## src/rtl/irw_pkg.sv

```systemverilog
package irw_pkg;
  localparam int WORD_W   = 64;
  localparam int IDX_W    = 3;
  localparam int OP_W     = 4;
  localparam int VALID_B  = 63;
  localparam int RNW_B    = 56;
  localparam int OP_LO    = 57;
  localparam int IDX_LO   = 32;
  localparam int DATA_W   = 32;
  localparam logic [OP_W-1:0] OP_BANK = 4'd6;

  localparam logic [IDX_W-1:0] IDX_OWN  = 3'd0;
  localparam logic [IDX_W-1:0] IDX_DATA = 3'd1;
  localparam logic [IDX_W-1:0] IDX_CTRL = 3'd2;
  localparam logic [IDX_W-1:0] IDX_CLK  = 3'd3;
  localparam logic [IDX_W-1:0] IDX_EXT  = 3'd4;
  localparam logic [IDX_W-1:0] IDX_RST  = 3'd7;
  localparam int               LAST_RW  = 4;
endpackage

```

## src/rtl/irw_seq.sv

```systemverilog
module irw_seq #(
  parameter int LAT = 2
) (
  input  logic clk,
  input  logic rst,
  input  logic start,
  input  logic op_ok,
  output logic busy,
  output logic acc_stb,
  output logic done
);
  localparam int CW = (LAT > 1) ? $clog2(LAT) : 1;
  localparam logic [CW-1:0] LAST = CW'(LAT - 1);

  logic          busy_q;
  logic [CW-1:0] cnt_q;

  assign busy    = busy_q;
  assign acc_stb = busy_q && op_ok && (cnt_q == '0);
  assign done    = busy_q && (op_ok ? (cnt_q == LAST) : (cnt_q == '0));

  always_ff @(posedge clk) begin
    if (rst) begin
      busy_q <= 1'b0;
      cnt_q  <= '0;
    end else if (start) begin
      busy_q <= 1'b1;
      cnt_q  <= '0;
    end else if (done) begin
      busy_q <= 1'b0;
      cnt_q  <= '0;
    end else if (busy_q) begin
      cnt_q  <= cnt_q + 1'b1;
    end
  end


  lat_hold_chk: assert property (@(posedge clk) disable iff (rst)
    (busy_q && op_ok && cnt_q == '0) |=> busy_q);

  cnt_range_chk: assert property (@(posedge clk) disable iff (rst)
    busy_q |-> (cnt_q <= LAST));

  bad_op_done_chk: assert property (@(posedge clk) disable iff (rst)
    (busy_q && !op_ok) |=> !busy_q);
endmodule

```

## src/rtl/irw_bank.sv

```systemverilog
module irw_bank
  import irw_pkg::*;
#(
  parameter int REG_W = 8
) (
  input  logic             clk,
  input  logic             rst,
  input  logic             acc_stb,
  input  logic             rnw,
  input  logic [IDX_W-1:0] idx,
  input  logic [REG_W-1:0] wbyte,
  input  logic [REG_W-1:0] status_in,
  output logic [REG_W-1:0] rd_data,
  output logic [REG_W-1:0] own_addr,
  output logic [REG_W-1:0] own_ext,
  output logic [REG_W-1:0] data_reg,
  output logic [REG_W-1:0] ctrl,
  output logic [REG_W-1:0] clkdiv,
  output logic             eng_rst
);
  localparam int NREG = 1 << IDX_W;

  logic [REG_W-1:0] regs_q [NREG];
  logic [REG_W-1:0] rd_q;
  logic             eng_rst_q;

  for (genvar i = 0; i < NREG; i++) begin : g_reg
    if (i <= LAST_RW) begin : g_rw
      always_ff @(posedge clk) begin
        if (rst)
          regs_q[i] <= '0;
        else if (acc_stb && !rnw && idx == IDX_W'(i))
          regs_q[i] <= wbyte;
      end
    end else begin : g_none
      assign regs_q[i] = '0;
    end
  end

  always_ff @(posedge clk) begin
    if (rst) begin
      rd_q      <= '0;
      eng_rst_q <= 1'b0;
    end else begin
      eng_rst_q <= acc_stb && !rnw && (idx == IDX_RST);
      if (acc_stb && rnw)
        rd_q <= (idx == IDX_CLK) ? status_in : regs_q[idx];
    end
  end

  assign rd_data  = rd_q;
  assign eng_rst  = eng_rst_q;
  assign own_addr = regs_q[IDX_OWN];
  assign data_reg = regs_q[IDX_DATA];
  assign ctrl     = regs_q[IDX_CTRL];
  assign clkdiv   = regs_q[IDX_CLK];
  assign own_ext  = regs_q[IDX_EXT];


  rst_pulse_chk: assert property (@(posedge clk) disable iff (rst)
    eng_rst_q |=> !eng_rst_q);
endmodule

```

## src/rtl/indirect_reg_window.sv

```systemverilog
module indirect_reg_window
  import irw_pkg::*;
#(
  parameter int REG_W = 8,
  parameter int LAT   = 2
) (
  input  logic              clk,
  input  logic              rst,
  input  logic              host_wr,
  input  logic [WORD_W-1:0] host_wdata,
  output logic [WORD_W-1:0] host_rdata,
  input  logic [REG_W-1:0]  status_in,
  output logic [REG_W-1:0]  own_addr_o,
  output logic [REG_W-1:0]  own_addr_ext_o,
  output logic [REG_W-1:0]  data_o,
  output logic [REG_W-1:0]  ctrl_o,
  output logic [REG_W-1:0]  clkdiv_o,
  output logic              eng_rst_o
);
  logic [WORD_W-1:0] word_q;
  logic              busy, acc_stb, done, start, accept;
  logic              op_ok, rnw;
  logic [IDX_W-1:0]  idx;
  logic [REG_W-1:0]  rd_data;

  assign op_ok  = word_q[OP_LO +: OP_W] == OP_BANK;
  assign rnw    = word_q[RNW_B];
  assign idx    = word_q[IDX_LO +: IDX_W];
  assign accept = host_wr && !busy;
  assign start  = accept && host_wdata[VALID_B];

  irw_seq #(.LAT(LAT)) i_seq (
    .clk     (clk),
    .rst     (rst),
    .start   (start),
    .op_ok   (op_ok),
    .busy    (busy),
    .acc_stb (acc_stb),
    .done    (done)
  );

  irw_bank #(.REG_W(REG_W)) i_bank (
    .clk       (clk),
    .rst       (rst),
    .acc_stb   (acc_stb),
    .rnw       (rnw),
    .idx       (idx),
    .wbyte     (word_q[REG_W-1:0]),
    .status_in (status_in),
    .rd_data   (rd_data),
    .own_addr  (own_addr_o),
    .own_ext   (own_addr_ext_o),
    .data_reg  (data_o),
    .ctrl      (ctrl_o),
    .clkdiv    (clkdiv_o),
    .eng_rst   (eng_rst_o)
  );

  always_ff @(posedge clk) begin
    if (rst) begin
      word_q <= '0;
    end else if (accept) begin
      word_q <= host_wdata;
    end else if (done) begin
      word_q[VALID_B] <= 1'b0;
      if (!op_ok)
        word_q[DATA_W-1:0] <= '0;
      else if (rnw)
        word_q[DATA_W-1:0] <= DATA_W'(rd_data);
    end
  end

  assign host_rdata = word_q;


  busy_ignore_chk: assert property (@(posedge clk) disable iff (rst)
    (busy && host_wr && !done) |=> (word_q[62:0] == $past(word_q[62:0])));

  done_edge_ignore_chk: assert property (@(posedge clk) disable iff (rst)
    (busy && host_wr && done) |=> (word_q[62:32] == $past(word_q[62:32])));

  bad_op_zero_chk: assert property (@(posedge clk) disable iff (rst)
    (done && !op_ok) |=> (word_q[DATA_W-1:0] == '0));

  regs_stable_chk: assert property (@(posedge clk) disable iff (rst)
    !busy |=> $stable(ctrl_o) && $stable(clkdiv_o) && $stable(own_addr_o));
endmodule

```

## config.mk

```make
export PLATFORM = sky130hd
export DESIGN_NAME = indirect_reg_window
export DESIGN_NICKNAME = d
export VERILOG_FILES = /design/src/rtl/irw_pkg.sv /design/src/rtl/irw_seq.sv /design/src/rtl/irw_bank.sv /design/src/rtl/indirect_reg_window.sv
export SDC_FILE = /design/constraint.sdc
export NUM_CORES = 1
export LEC_CHECK = 0
export BUFFER_PORTS_ARGS = -buffer_cell sky130_fd_sc_hd__buf_2
export CORE_UTILIZATION = 45
export CTS_CLUSTER_DIAMETER = 200
export DETAILED_ROUTE_END_ITERATION = 10
export GPL_TIMING_DRIVEN = 1
export PLACE_DENSITY = 0.75
export SLEW_MARGIN = 25
export SYNTH_ARGS = -nofsm -noshare
export SYNTH_HDL_FRONTEND = slang
export SYNTH_SLANG_ARGS = --single-unit
```

## constraint.sdc

```tcl
create_clock -name clk -period 2.95 [get_ports clk]
set_input_delay 0.1475 -clock clk [delete_from_list [all_inputs] [get_ports clk]]
set_output_delay 0.1475 -clock clk [all_outputs]
set_load 0.01 [all_outputs]
```

# After elaboration in Yosys (flattened, before gate mapping)
# Cells that the tools add are included.
# word_totals
inputBits	75
output_inout_bits	105
word_cells	55
ff_bits	115
# op_classes
muxes	12
n_bitwise	2
n_addsub	1
eq_ne	7
n_reduce_logical	20
magnitude_cmp	1
# ops
cell	count
$mux 32	4
$bmux 8 s3	1
$mux 8	3
$logic_and 1x1->1	13
$eq 3x2->1 const B	2
$eq 3x3->1 const B	2
$eq 4x3->1 const B	1
$ge 4x4->1 const B	1
$mux 1	4
$not 3->4	1
$reduce_bool 2->1	2
$eq 3x1->1 const B	1
$logic_not 3->1	1
$ne 3x3->1 const B	1
$reduce_or 3->1	1
$logic_not 1->1	2
$reduce_and 2->1	1
$add 1x1->1 const B	1
$not 1->1	1

# Logic depth before layout (Yosys ltp)
# logic_depth
depth_word	5
depth_mapped	6
depth_no_buf	4

# By module
# A second synthesis with hierarchy kept.
# hier_totals
hier_cells	610
area_unflattened_um2	5134.9
# modules_own_cells
module	seq_area_each_um2	instances	cells_per_inst	area_each_um2
indirect_reg_window	1281.2	1	355	2895.3
irw_bank	980.9	1	244	2138.3
irw_seq	40.0	1	11	101.3

# Worst setup path before layout
# Ideal clock, no wire load.
# synth_timing
path_type	register to register
from	register word_q[60], in the netlist host_rdata[60]
to	register word_q[10], in the netlist host_rdata[10]
t_arrival_ns	1.491
stages_incl_launch_ff	7
slack_ns	1.342
required_time_ns	2.833
setup_time_ns	0.117
period_less_slack_ns	1.608
n_path_buf	2
cell_sequence	dfxtp_1 > and4bb_1 > buf_6 > mux2i_1 > o21ai_2 > buf_6 > a22o_2
# synth_between
elab_chain_len	5
elab_cells_between_ends	9
classes_between	2 x eq/ne; 4 x mux; 3 x reduce/logical
# synth_rtl
element	line_no	rtl
start, declared	indirect_reg_window.sv:20	logic [WORD_W-1:0] word_q;
start signal, assigned	indirect_reg_window.sv:63	word_q <= host_wdata;
start signal, assigned by index	indirect_reg_window.sv:69	word_q[DATA_W-1:0] <= DATA_W'(rd_data);
$eq 4x3->1 *	indirect_reg_window.sv:26	assign op_ok = word_q[OP_LO +: OP_W] == OP_BANK;
$mux 1	irw_seq.sv:20	assign done = busy_q && (op_ok ? (cnt_q == LAST) : (cnt_q == '0));
$logic_and 1x1->1	irw_seq.sv:20	
$reduce_bool 2->1 (no source line)	n/a	
$reduce_and 2->1 (no source line)	n/a	
# Every way passes the cells marked *; elsewhere a longest branch is shown, timed or not. The select of a mux whose other input is x is not followed.
# A chain may end at the register's enable or synchronous reset.

# Final worst setup path
# layout_timing
from	register word_q[60], in the netlist host_rdata[60]
to	register word_q[26], in the netlist host_rdata[26]
# Same word-level chain as after synthesis.

==> out/qor.txt <==
CORE AREA -> 9730 sq um
fillers -> 767
Antenna Cells -> 0
Synth Cell Area -> 4480 sq um
Worst setup SP type -> flop
Critical Path AT -> 2730 ps
PortBufs -> 179
placed insts -> 749
Final Wtd Congestion -> 0.802
clock-pin slew on the worst setup and hold paths -> 60 ps
number of placed I/O pins -> 180
starting density of the core -> 0.461
# rows -> 36
TNS Setup -> 0 ps
vias post-DR -> 4,341
Hold Vio Cnt, Final -> 0
Synth top area share -> 0.514
Setup crit end kind -> flop
via/cell ratio -> 5.16
largest net degree at the start of global routing -> 57
die height -> 102 microns
CP Class -> flop to flop
Post-synth top cells -> dfxtp_1, nand2_1, nor2_1
Num CTS Buffers -> 17
routed len/inst -> 16.1 microns
Yosys reg bits -> 115
ys flop type -> dfxtp_1
Worst-Margin Slew -> 988 ps
Max Slew Vio Count -> 0
Clock Latency Late Sink -> 510 ps
syn_area_per_cell -> 9.61 sq um
clock sink count -> 115
post-synth cell types -> 34
max-cap viol count -> 0
final setup violation count -> 0
GRT overflow -> 0
VDD IR max -> 0.379 mV
DPL Wire Length -> 8540 microns
share of cells above drive strength 1 -> 0.346
post-layout util -> 0.686
critical path required time -> 3400 ps
max reg flops -> 64
Area Growth Syn to Fin -> 49.0%
vias in the first global route -> 4,148
clk buf depth -> 2
register area share after synthesis -> 0.514
Total Wirelength -> 13,600 microns
DR iter-0 viols -> 342
# DRC -> 0
Total Power -> 0.00425 W
max_slew headroom -> 0.342
H-tree depth -> 4
initial antenna violation count -> 0
first-pass GRT wire length -> 20,400 microns
cell taking the most area after synthesis -> dfxtp_1
post-route clock period utilization -> 0.772
skew final -> 7.87 ps
ys async rst share -> 0
die width -> 102 microns
GR Util All Layers -> 0.259
pwr dens -> 637 nW/um^2
Final min period -> 2280 ps
area of the multi-input gates -> 1980 sq um
fmax -> 439 MHz
Non-Filler Instances -> 842
crit path max fanout -> 24
number of routed nets with antenna violations -> 0
die area -> 10,400 sq um
Syn Inst Count -> 466
post-synth net total -> 541
RSZ-0062 raised after global routing -> false
nets -> 772
top cells by area, synth -> dfxtp_1, mux2i_1, nand2_1, a21oi_1, a22o_2
DR pass1 iterations -> 5
EDFF count, synth -> 0
status -> finished clean
CTS tree -> yes
Hold Path Class -> primary input to flop
register area -> 2300 sq um
count leader, synth -> dfxtp_1
Leak -> 3.37 nW
root buffer cell -> clkbuf_8
synth warn -> 0
[final timing paths]
| check | startpoint | end | cells after the start | slack, ps |
|---|---|---|---|---|
| setup / recovery | host_rdata[60]$_SDFFE_PP0P_ | host_rdata[26]$_SDFFE_PP0P_ | 4 | 670 |
| hold / removal | status_in[3] | i_bank.rd_data[3]$_SDFFE_PP0P_ | 3 | 9 |
| setup reg to reg | host_rdata[60]$_SDFFE_PP0P_ | host_rdata[26]$_SDFFE_PP0P_ | 4 | 670 |
| hold reg to reg | host_rdata[35]$_SDFFE_PP0P_ | host_rdata[35]$_SDFFE_PP0P_ | 2 | 450 |
[metal layers]
layer | up-vias | track usage | wire length [microns]
li1 | 2092 | - | -
met3 | 24 | 0.0690 | 929
met2 | 184 | 0.449 | 6860
met5 | - | 0 | 0
met4 | 0 | 0.111 | 240
met1 | 2041 | 0.302 | 5560
[cells by family (layout without fill, tap and decap cells)]
group / count (synthesis) / after routing / synth area share
AND/OR/NAND/NOR: 154 / 154 / 0.165
flip-flops: 115 / 115 / 0.514
AO/OA/AOI/OAI: 110 / 110 / 0.180
buffers and inverters: 44 / 287 / 0.0452
multiplexers: 42 / 42 / 0.0938
XOR/XNOR: 1 / 1 / 0.00196
[cell type report]
| type | instances | area share |
|---|---|---|
| Clock buffer | 20 | 0.0667 |
| Clock inverter | 11 | 0.0274 |
| Inverter | 8 | 0.00450 |
| Multi-Input combinational cell | 307 | 0.296 |
| Sequential cell | 115 | 0.345 |
| Tap cell | 133 | 0.0249 |
| Timing Repair Buffer | 248 | 0.235 |
[worst max-delay path, cell delays in order, from the launching register on]
cell	delay (ps)
dfxtp_1	320
and4bb_1	600
mux2i_1	200
o21ai_2	810
a22o_2	280
[cells in the final DEF (no fill, tap or decap), types with 2 or more instances in the layout]
| cell type | synthesis | routed |
|---|---|---|
| clkbuf_8 | 0 | 3 |
| clkbuf_16 | 0 | 16 |
| a211o_1 | 8 | 8 |
| nand3_2 | 2 | 2 |
| nor2b_1 | 10 | 9 |
| nor2_1 | 50 | 50 |
| a32o_1 | 8 | 8 |
| a22o_2 | 20 | 20 |
| inv_1 | 8 | 8 |
| buf_4 | 1 | 7 |
| nand2b_1 | 12 | 12 |
| a22o_1 | 12 | 12 |
| clkinv_2 | 0 | 5 |
| o22ai_1 | 8 | 8 |
| bufinv_16 | 0 | 5 |
| mux2i_1 | 42 | 42 |
| a21oi_1 | 42 | 42 |
| nand2_1 | 65 | 65 |
| nand3b_1 | 2 | 2 |
| nor3b_2 | 3 | 3 |
| a211oi_1 | 9 | 9 |
| buf_2 | 9 | 179 |
| dlygate4sd3_1 | 0 | 62 |
| nand4b_1 | 3 | 3 |
| dfxtp_1 | 115 | 115 |
[power breakdown]
part | switching [W] | internal [W]
Sequential | 0.0000592 | 0.00161
Clock | 0.000679 | 0.00149
Combinational | 0.000206 | 0.000204
[through the flow]
step                area, sq um  hold slack (ps)  setup slack [ps]
floorplan                  4480              280              1340
global placement           5430              365               818
detailed placement         5430              369               693
CTS                        6670          0.00272               675
global route               6670             16.0               488
finish                     6670             9.35               674
[repair_timing]
action	4_1_cts	5_1_grt
endpoints found under the hold margin	64	0
setup buffers	0	0
gates resized for setup	0	0
endpoints found under the setup margin	0	0
hold buffers	62	0
Power figures use the tool's default switching activity.
